$ cat config.mk
export PLATFORM = sky130hd
export DESIGN_NAME = crc32w_gen
export DESIGN_NICKNAME = d
export VERILOG_FILES = /design/src/rtl/crc32w_pkg.sv /design/src/rtl/crc32w_op_decode.sv /design/src/rtl/crc32w_step.sv /design/src/rtl/crc32w_gen.sv
export SDC_FILE = /design/constraint.sdc
export NUM_CORES = 1
export LEC_CHECK = 0
export ABC_AREA = 1
export CAP_MARGIN = 20
export CORE_MARGIN = 2
export CORE_UTILIZATION = 65
export CTS_CLUSTER_DIAMETER = 40
export DETAILED_ROUTE_END_ITERATION = 16
export DONT_BUFFER_PORTS = 1
export PLACE_DENSITY = 0.84
export SETUP_SLACK_MARGIN = 0.4
export SYNTH_ARGS = -nofsm -noshare
export SYNTH_HDL_FRONTEND = slang
export SYNTH_SLANG_ARGS = --single-unit
$ cat constraint.sdc
create_clock -name clk -period 5.4 [get_ports clk]
set_input_delay 0.54 -clock clk [delete_from_list [all_inputs] [get_ports clk]]
set_output_delay 0.54 -clock clk [all_outputs]
set_load 0.1 [all_outputs]
$ cat src/rtl/crc32w_pkg.sv
package crc32w_pkg;

    // Operation chosen for the remainder register each cycle
    typedef enum logic [2:0] {
        OP_HOLD  = 3'd0,
        OP_LOAD  = 3'd1,
        OP_ACCUM = 3'd2,
        OP_SEAL  = 3'd3,
        OP_FLIP  = 3'd4
    } crc_op_e;

    localparam logic [31:0] AAL5_POLY = 32'h04C1_1DB7;

endpackage

$ cat src/rtl/crc32w_op_decode.sv
module crc32w_op_decode
    import crc32w_pkg::*;
(
    input  logic    load_i,
    input  logic    vld_i,
    input  logic    seal_i,
    output crc_op_e op_o
);

    // Priority: load, then data (with or without seal), then lone seal
    always_comb begin
        if (load_i) begin
            op_o = OP_LOAD;
        end else if (vld_i && seal_i) begin
            op_o = OP_SEAL;
        end else if (vld_i) begin
            op_o = OP_ACCUM;
        end else if (seal_i) begin
            op_o = OP_FLIP;
        end else begin
            op_o = OP_HOLD;
        end
    end

endmodule

$ cat src/rtl/crc32w_step.sv
module crc32w_step #(
    parameter int          CRC_W  = 32,
    parameter int          DATA_W = 32,
    parameter logic [CRC_W-1:0] POLY = CRC_W'(32'h04C1_1DB7)
) (
    input  logic [CRC_W-1:0]  rem_i,
    input  logic [DATA_W-1:0] data_i,
    output logic [CRC_W-1:0]  rem_o
);

    localparam int TOP = CRC_W - 1;

    // Serial MSB-first update unrolled over the whole word
    function automatic logic [CRC_W-1:0] advance(
        input logic [CRC_W-1:0]  r_in,
        input logic [DATA_W-1:0] d_in
    );
        logic [CRC_W-1:0] r;
        logic             fb;
        r = r_in;
        for (int i = DATA_W - 1; i >= 0; i--) begin
            fb = r[TOP] ^ d_in[i];
            r  = {r[TOP-1:0], 1'b0};
            if (fb) begin
                r = r ^ POLY;
            end
        end
        return r;
    endfunction

    assign rem_o = advance(rem_i, data_i);

endmodule

$ cat src/rtl/crc32w_gen.sv
module crc32w_gen
    import crc32w_pkg::*;
#(
    parameter int CRC_W  = 32,
    parameter int DATA_W = 32
) (
    input  logic              clk,
    input  logic              rst,
    input  logic [DATA_W-1:0] word_i,
    input  logic              word_vld_i,
    input  logic              load_i,
    input  logic [CRC_W-1:0]  load_val_i,
    input  logic              seal_i,
    output logic [CRC_W-1:0]  crc_o
);

    localparam logic [CRC_W-1:0] RST_VAL = '0;

    crc_op_e          op;
    logic [CRC_W-1:0] rem_q;
    logic [CRC_W-1:0] rem_upd;

    crc32w_op_decode u_dec (
        .load_i (load_i),
        .vld_i  (word_vld_i),
        .seal_i (seal_i),
        .op_o   (op)
    );

    crc32w_step #(
        .CRC_W  (CRC_W),
        .DATA_W (DATA_W),
        .POLY   (CRC_W'(AAL5_POLY))
    ) u_step (
        .rem_i  (rem_q),
        .data_i (word_i),
        .rem_o  (rem_upd)
    );

    // Remainder register: one transition per operation
    always_ff @(posedge clk) begin
        if (rst) begin
            rem_q <= RST_VAL;
        end else begin
            unique case (op)
                OP_LOAD:  rem_q <= load_val_i;
                OP_ACCUM: rem_q <= rem_upd;
                OP_SEAL:  rem_q <= ~rem_upd;
                OP_FLIP:  rem_q <= ~rem_q;
                default:  rem_q <= rem_q;
            endcase
        end
    end

    // Output process
    always_comb begin
        crc_o = rem_q;
    end

endmodule

# After elaboration in Yosys (flattened, before gate mapping)
# Cells that the tools add are included.
# totals
regBits	32
input_bits	69
output_inout_bits	32
wordCells	110
# op_classes
eq_ne	4
mux	37
bitwise_logic	66
reduce_logical	2
# op_table
cell	count
$mux W27	32
$not A14 Y14	32
$pmux W32 S4	1
$not A32 Y32	2
$xor A1 B1 Y1	32
$mux W3	4
$eq A3 B2 Y1 const B	2
$reduce_bool A4 Y1	1
$eq A3 B1 Y1 const B	1
$eq A3 B3 Y1 const B	1
$logic_and A1 B1 Y1	1

# Longest topological paths before layout
# Gate-level depths: netlist (run 1).
# logic_depth
ltp_word	66
depth_mapped	31
depth_no_buf	31

# Modules after synthesis
# A second synthesis (run 1) with hierarchy kept.
# hier_totals
cells_unflattened	1360
area_unflattened_um2	7410.9
# modules_own_cells
module	instances	cells_each	area_per_inst_um2	seq_area_each_um2
crc32w_step	1	921	5029.8	0.0
crc32w_gen	1	432	2349.8	640.6
crc32w_op_decode	1	7	31.3	0.0

# Least setup slack after synthesis (run 1)
# OpenSTA, ideal clock, no wires.
# synth_timing
kind	register to register
from	reg rem_q[27] (netlist: crc_o[27])
to	reg rem_q[23] (netlist: crc_o[23])
setup_ns	0.120
t_arrival_ns	3.509
required_ns	5.280
slack_ns	1.771
path_stages_with_launch	25
path_buffers	0
synth_period_minus_slack_ns	3.629
cell_sequence	dfxtp_1 nand2_1 nand2_2 nand2_1 nand2_1 inv_1 nand2_4 nand2_4 nand2_2 nand2_2 nand2_4 nand2_8 nand2_1 nand2_1 nand2_1 nand2_2 nand2_2 nand2_4 xnor2_4 nand2_1 nand2_4 xor2_1 nor2_1 nor3_1 nor2_1
# synth_via
elab_chain_len	37
elab_cells_between_ends	63
cone_classes	29 x mux; 34 x bitwise
# synth_lines
item	line	text
start, declared	crc32w_gen.sv:20	logic [CRC_W-1:0] rem_q;
start signal, assigned	crc32w_gen.sv:46	OP_LOAD: rem_q <= load_val_i;
start signal, assigned	crc32w_gen.sv:47	OP_ACCUM: rem_q <= rem_upd;
start signal, assigned	crc32w_gen.sv:48	OP_SEAL: rem_q <= ~rem_upd;
$xor A1 B1 Y1 (*)	crc32w_step.sv:22	fb = r[TOP] ^ d_in[i];
$mux W27 (*)	crc32w_step.sv:24	if (fb) begin
$xor A1 B1 Y1	crc32w_step.sv:22	
$mux W27 (2 in a row)	crc32w_step.sv:24	
$not A14 Y14 (no source line)	-	
$mux W27	crc32w_step.sv:24	
$not A14 Y14 (no source line)	-	
$mux W27 (2 in a row)	crc32w_step.sv:24	
(+14 left out)	-	
$not A14 Y14 (no source line)	-	
$mux W27 (6 in a row)	crc32w_step.sv:24	
$not A14 Y14 (no source line)	-	
$mux W27	crc32w_step.sv:24	
$not A14 Y14 (no source line)	-	
$mux W27 (*)	crc32w_step.sv:24	
$not A32 Y32	crc32w_gen.sv:48	
$pmux W32 S4 (*)	crc32w_gen.sv:45	unique case (op)
# Every way passes the cells marked *; elsewhere a longest branch is shown, timed or not.
# A chain may end at the register's enable or synchronous reset.

# Worst setup path in the final report (run 1)
# layout_timing
from	reg rem_q[28] (netlist: crc_o[28])
to	reg rem_q[27] (netlist: crc_o[27])
# layout_via
elab_chain_len	36
elab_cells_between_ends	59
cone_classes	29 x mux; 30 x bitwise
# layout_lines
item	line
$xor A1 B1 Y1 (*)	crc32w_step.sv:22
$mux W27 (*)	crc32w_step.sv:24
$xor A1 B1 Y1 or $mux W27 (tied branches)	crc32w_step.sv:22, crc32w_step.sv:24
$mux W27 or $not A14 Y14 (tied branches)	-
$mux W27	crc32w_step.sv:24
$not A14 Y14 (no source line)	-
$mux W27	crc32w_step.sv:24
$not A14 Y14 (no source line) or $mux W27 (tied branches)	-
(+20 left out)	-
$not A14 Y14 (no source line) or $mux W27 (tied branches)	-
$mux W27	crc32w_step.sv:24
$mux W27 or $not A14 Y14 (tied branches)	-
$mux W27	crc32w_step.sv:24
$not A14 Y14 (no source line) or $xor A1 B1 Y1 (tied branches)	-
$mux W27 (*)	crc32w_step.sv:24
$not A32 Y32	crc32w_gen.sv:48
$pmux W32 S4 (*)	crc32w_gen.sv:45
# Marked as above.

==> results of run 1 <==
==> final cells by class <==
cell class	instances	area (um2)	area share [%]
Clock buffer	7	86.3	1.18
Clock inverter	1	7.51	0.102
Inverter	145	549	7.49
Multi-Input combinational cell	1056	5590	76.2
Sequential cell	32	641	8.73
Tap cell	136	170	2.32
Timing Repair Buffer	36	290	3.96
==> logic make-up (layout without fill, tap and decap cells) <==
family / count (synthesis) / count (layout) / share of synthesized area [%]
compound gates: 80 / 80 / 6.37
xor+xnor: 138 / 138 / 19.4
buf+inv: 163 / 189 / 9.12
flops: 32 / 32 / 9.34
simple gates: 838 / 838 / 55.8
==> path summary, 6_finish.rpt <==
check,depth (start not counted),to
worst min-delay path,2,crc_o[24]
worst max-delay path,25,crc_o[27]
worst min register to register,2,crc_o[16]
worst max register to register,25,crc_o[27]
==> cells in the mapped netlist <==
| cell | instances | area [um2] |
|---|---|---|
| nand2_2 | 63 | 394 |
| o21ai_0 | 33 | 165 |
| nor3_1 | 4 | 20.0 |
| nand3b_1 | 14 | 105 |
| or2_1 | 4 | 25.0 |
| inv_1 | 121 | 454 |
| buf_2 | 1 | 5.00 |
| xnor2_4 | 1 | 27.5 |
| nor2_4 | 1 | 11.3 |
| o211ai_1 | 4 | 30.0 |
| clkinv_1 | 2 | 7.51 |
| o22ai_1 | 4 | 25.0 |
| clkbuf_1 | 16 | 60.1 |
| xor2_2 | 5 | 81.3 |
| buf_6 | 1 | 11.3 |
| dfxtp_1 | 32 | 641 |
| nand3_4 | 1 | 17.5 |
| nand2_8 | 1 | 20.0 |
| a41oi_1 | 2 | 17.5 |
| o21ai_1 | 1 | 5.00 |
| a21boi_0 | 1 | 7.51 |
| xnor2_2 | 1 | 16.3 |
| o2111ai_1 | 1 | 8.76 |
| nand2_4 | 20 | 225 |
| a21o_1 | 3 | 22.5 |
| nand3_1 | 149 | 746 |
| nand3b_2 | 1 | 11.3 |
| nand2_1 | 515 | 1930 |
| xor2_4 | 3 | 82.6 |
| or2_2 | 8 | 50.1 |
| nand3_2 | 5 | 50.1 |
| a21oi_1 | 31 | 155 |
| xnor2_1 | 30 | 263 |
| inv_4 | 2 | 12.5 |
| inv_2 | 20 | 75.1 |
| nand4_1 | 10 | 62.6 |
| nor2_1 | 42 | 158 |
| xor2_1 | 98 | 858 |
==> worst max-delay path, delay by kind of cell, from the launching register on <==
family	cells	cell delay [ns]
AND/OR/NAND/NOR	20	2.55
flip-flops	1	0.32
buffers and inverters	3	0.58
XOR/XNOR	2	0.62
==> routing by layer <==
layer | up-vias | GRT usage [%]
li1 | 3963 | -
met1 | 3509 | 51.4
met2 | 431 | 66.9
met3 | 84 | 13.4
met4 | 0 | 18.1
met5 | - | 0
==> through the flow <==
step / setup slack [ns] / std cells / hold slack (ns)
6_report: 1.22 / 1413 / 0.450
5_1_grt: 0.893 / 1413 / 0.451
3_5_place_dp: 1.36 / 1405 / 0.687
4_1_cts: 1.33 / 1413 / 0.448
2_1_floorplan: 1.77 / 1251 / 0.738
3_3_place_gp: 1.34 / 1404 / 0.669
==> results.md, run 1 <==
Cells and area:
- Cells fill 71.4% of the core in the end.
- With fillers left out, the area of the finished cells amounts to 7340 um2.
- The register with the most flip-flops in the layout has 32 of them.
- The net total in the final layout is 1,345.
- In the layout the commonest cells are 515 x nand2_1, 149 x nand3_1, 121 x inv_1.
- The most common cell after layout, fill and taps aside is nand2_1.
- Of the cells placed in the final design, the portion with a size suffix greater than 1 is 13.7%.
- The filler cell count is 1,016.
- 0 antenna diodes ended up in the layout.
- The post-synthesis to final-layout area growth is 6.97%.

Route:
- The number of antenna-violating nets in the routed design is 0.
- Dividing the detail-routed wire length by the instance count gives 16.5 um.
- After detailed routing, the wire length on met1 is 9.16 mm.
- For this block, the via count after detailed routing is 7,987.
- The detail-routed via count per cell is 5.65.
- The first TritonRoute pass finished after 7 iterations.
- In this run, the number of DRC markers left after iteration 0 of detailed routing was 835.
- Routed signal wires occupy layers up through met4.
- The length of routed met3 wiring is 2.71 mm.
- Summed over all nets, wire length on met2 after detailed routing comes to 10.2 mm.
- After detailed routing, the total wire length is 23.4 mm.
- The remaining design rule violation count is 0.

Clocking:
- The worst-skew pair later-pin latency is 0.30 ns.
- The post-CTS setup buffer count is 0.
- The TritonCTS buffer count is 5.
- CTS placed an instance of clkbuf_8 at the clock tree root.
- The number of hold buffers added after CTS is 0.
- TritonCTS built the clock tree.
- The total of cells resized after clock tree synthesis is 0.
- The number of levels in the clock H-tree is 2.
- After clock tree synthesis, the clock-pin slew on the worst setup and hold paths is 0.08 ns.
- The total number of clock tree sinks is 32.
- The maximum buffer depth of the clock tree is 2.

Logic synthesis:
- The netlist uses 38 different library cells.
- After synthesis, flip-flops and latches occupy 9.34% of the total area.
- The post-synthesis average cell area is 5.48 um2.
- The cell area after technology mapping is 6860 um2.
- The number of nets handed over by synthesis was 1,320.
- The post-synthesis cell count is 1,251.
- The count of state elements after synthesis is 32.
- The count of warnings emitted by yosys is 0.

Setup path:
- The slowest cell on the critical path is nand2_1.
- The source of the critical timing path is crc_o[28].
- The critical path class is flip-flop to flip-flop.
- Data arrives at the worst endpoint at 4.37 ns.
- The category of the worst setup path capture point is a flip-flop.
- Counting stages on the worst path, the most repeated cell is nand2_1.
- The maximum single-stage delay on the critical path is 0.38 ns.
- In this run the worst path has a maximum fanout of 11.
- Data on the critical path is required at its endpoint by 5.59 ns.
- The worst register-to-register path begins at crc_o[28].
- The worst setup path is launched from a flip-flop.
- The internal reg-to-reg setup slack is 1.22 ns.

Global routing:
- The initial antenna violation count is 0.
- The pin count of the biggest net entering global routing is 33.
- Across every metal layer, demand over resource in global routing totals 41.8%.
- The number of global-route vias before repair is 7,484.
- The first global-routing pass estimated 37.1 mm of wire.
- The total overflow left after global routing is 0.

Timing:
- The portion of the clock cycle consumed by the worst path in the final layout is 77.3%.
- Setup violations remaining at the end of the flow were counted as 0.
- In the final timing run, aggregate negative setup slack is 0 ns.
- Setup repair after global routing left no endpoint under its margin.
- The number of hold violations in the final report is 0.
- The final-report max-slew violation count came to 0.
- At the pin with the least slew margin, the transition time is 1.01 ns.
- The maximum operating frequency is 239 MHz.
- The smallest clock period supported by the final layout is computed as 4.18 ns.
- The normalized max-slew margin is 32.6%.
- On the final layout, the worst clock skew is 0.00733 ns.

Floorplanning:
- For this configuration, the core starts out at a cell density of 66.8%.
- The I/O pin count is 101.
- The number of placement rows is 37.
- The die is 107 um wide.
- The die boundary height is 107 um.
- The floorplan step defined a die boundary enclosing 11,400 um2.
- After floorplanning, the core was sized to cover 10,300 um2.

Job:
- Across the run, the number of max-cap violations was 0.

Worst hold path:
- The type of the worst min-delay path is primary input to flip-flop.
- The beginning of the worst hold path is load_val_i[24].

Place:
- The area after detailed placement is 7240 um2.
- The quantity of I/O buffers inserted on ports is 0.
- At the end of routability-driven placement, the weighted congestion stood at 1.07.
- The HPWL after detailed placement is 19.4 mm.

Status:
- The flow ran to the end, and the final reports show no timing, DRC or antenna violations.
Power of run 1 is not shown: default switching activity piles up to over one toggle a cycle in this logic, so the estimate is an artifact.
==> run 2, diff against run 1 <==
==> constraint.sdc (replaced) <==
create_clock -name clk -period 4.1 [get_ports clk]
set_input_delay 0.41 -clock clk [delete_from_list [all_inputs] [get_ports clk]]
set_output_delay 0.41 -clock clk [all_outputs]
set_load 0.1 [all_outputs]
==> results.md, run 2 (synthesized netlist as in run 1, its figures left out) <==
Setup path:
- The startpoint of the lowest-slack register-to-register path is crc_o[22].
- STA classifies the critical path startpoint as a flip-flop.
- The capture point of the worst reg-to-reg path is crc_o[13].
- The required arrival time at the worst endpoint is 4.29 ns (-1.30 ns).
- The maximum single-stage delay on the critical path was 0.41 ns (+0.03 ns).
- The internal reg-to-reg setup slack came to 0.57 ns (-0.66 ns).
- The cell count of the worst reg-to-reg path is 26 (+4.0%).
- The slowest cell on the critical path is dfxtp_1.
- By startpoint and endpoint, the worst setup path is classified as flip-flop to flip-flop.
- The largest fanout on the critical path came to 6 (-5).
- The critical path data arrival time came to 3.73 ns (-0.64 ns).
- The category of the worst setup path capture point is a flip-flop.
- The cell that appears most often on the critical path is nand2_1.

Route:
- The wire length reported by the detailed router is 25.2 mm (+7.9%).
- The number of antenna-violating nets in the routed design came to 0 (unchanged).
- The final routed wire length divided by cell count was 17.6 um (+6.6%).
- The first-iteration detailed-routing DRC count is 1,024 (+23%).
- The total via count in the routed design came to 8,231 (+3.1%).
- The detail-routed via count per cell was 5.76 (+1.8%).
- The remaining design rule violation count is 0 (unchanged).
- The first-pass iteration count of the detailed router is 6 (-1).

Timing:
- The count of final setup violators came to 0 (unchanged).
- Setup repair after global routing could not meet its margin everywhere.
- The slew of the pin with the lowest slew margin came to 0.979 ns (-0.0299 ns).
- The worst-case clock skew is 0.0108 ns (+0.00344 ns).
- The portion of the clock cycle consumed by the worst path in the final layout came to 86.2% (+8.8 points).
- The final-report max-slew violation count came to 0 (unchanged).
- The maximum operating frequency is 283 MHz (+18%).
- The aggregate negative setup slack came to 0 ns (unchanged).
- The final critical delay including setup and external delays is 3.53 ns (-0.643 ns).
- The number of hold violations in the final report is 0 (unchanged).
- The normalized max-slew margin is 34.7% (+2.0 points).

Cells and area:
- The ratio of cells with drive above 1 in the final layout is 17.5% (+3.8 points).
- The net total in the final layout was 1,362 (+1.3%).
- The number of inserted diodes is 0 (unchanged).
- In the layout the commonest cells are 505 x nand2_1, 145 x nand3_1, 120 x inv_1.
- The most common cell after layout, fill and taps aside is nand2_1.
- The filler cell count was 930 (-8.5%).
- The final core utilization is 74.5% (+3.1 points).
- From synthesis to final layout, the design area changed by 11.6%.
- The flip-flop count of the largest register, all copies and words added is 32 (unchanged).

Global routing:
- The initial antenna violation count was 0 (unchanged).
- The global-route usage over all layers is 43.0% (+1.2 points).
- The pin count of the biggest net entering global routing was 45 (+36%).
- The total congestion overflow after global routing was 0 (unchanged).
- The number of global-route vias before repair is 7,280 (-2.7%).
- The global-route wire length before repair was 37.8 mm (+1.9%).

Floorplanning:
- The number of placement rows is 37 (unchanged).
- The horizontal die dimension is 107 um (unchanged).
- The area of the core is 10,300 um2 (unchanged).
- The I/O pin count is 101 (unchanged).
- The overall die area is 11,400 um2 (unchanged).
- The initial core utilization is 66.8% (unchanged).
- The die boundary height is 107 um (unchanged).

Worst hold path:
- The hold-critical path depth is 2 (unchanged).
- The path class of the tightest hold or removal check is primary input to flip-flop.
- The destination of the worst hold path is crc_o[24].
- The beginning of the worst hold path is load_val_i[24].

Place:
- The HPWL after detailed placement was 20.0 mm (+3.5%).
- The quantity of I/O buffers inserted on ports came to 0 (unchanged).
- The final RePlAce weighted congestion is 1.02 (-4.2%).

Status:
- The run finished with clean final reports.

Clocking:
- The TritonCTS buffer count is 5 (unchanged).
- The clock input transition at the sequential cells of the worst setup and hold paths is 0.08 ns (about the same).
- The root buffer cell is clkbuf_8.
- The worst-skew pair later-pin latency is 0.31 ns (about the same).
- The number of hold buffers added after CTS is 0 (unchanged).
- The maximum buffer depth of the clock tree was 2 (unchanged).
- The clock tree from TritonCTS is built.
- The total number of clock tree sinks is 32 (unchanged).
- The number of levels in the clock H-tree came to 2 (unchanged).

Job:
- The count of maximum capacitance violations was 0 (unchanged).
run 2: per-layer routing:
| layer | vias up | routed length, um | global-route usage, % |
|---|---|---|---|
| li1 | 3972 | - | - |
| met1 | 3675 | 10100 | 56.9 |
| met2 | 491 | 11100 | 69.0 |
| met3 | 93 | 2870 | 8.88 |
| met4 | 0 | 1220 | 15.4 |
| met5 | - | 0 | 0 |
run 2: repair_timing:
| item | 4_1_cts | 5_1_grt |
|---|---|---|
| resized for setup | 0 | 44 |
| endpoints found under the setup margin | 0 | 26 |
| setup buffers | 0 | 15 |
run 2: worst max path at each step:
stage,cells after the start,from,end
final,26,crc_o[22],crc_o[13]
after global routing,28,crc_o[29],crc_o[13]
after CTS,21,crc_o[26],crc_o[23]
after detailed placement,22,word_i[26],crc_o[23]
after global placement,26,word_i[22],crc_o[23]
after floorplan,24,crc_o[27],crc_o[23]
run 2: stage by stage:
stage	worst slack, ns	hold WS (ns)	cell area (um2)	instances
2_1_floorplan	0.471	0.608	6860	1251
3_3_place_gp	0.440	0.589	7230	1406
3_5_place_dp	0.468	0.591	7230	1406
4_1_cts	0.461	0.313	7320	1414
5_1_grt	0.339	0.323	7660	1430
6_report	0.567	0.314	7660	1430
run 2: area by class of cell:
class                           count  area [um2]  area share (%)
Multi-Input combinational cell   1056        5780            75.5
Sequential cell                    32         649            8.48
Inverter                          145         553            7.22
Timing Repair Buffer               53         418            5.46
Tap cell                          136         170            2.22
Clock buffer                        5        68.8           0.899
Clock inverter                      3        18.8           0.245
run 2: critical path: cells and delay by family, from the launching register on:
| family | cells | cell delay, ns |
|---|---|---|
| and+or+nand+nor | 23 | 2.57 |
| xor gates and xnor gates | 1 | 0.28 |
| buffers and inverters | 2 | 0.16 |
| DFF | 1 | 0.41 |
Power of run 2 is left out for the same reason.
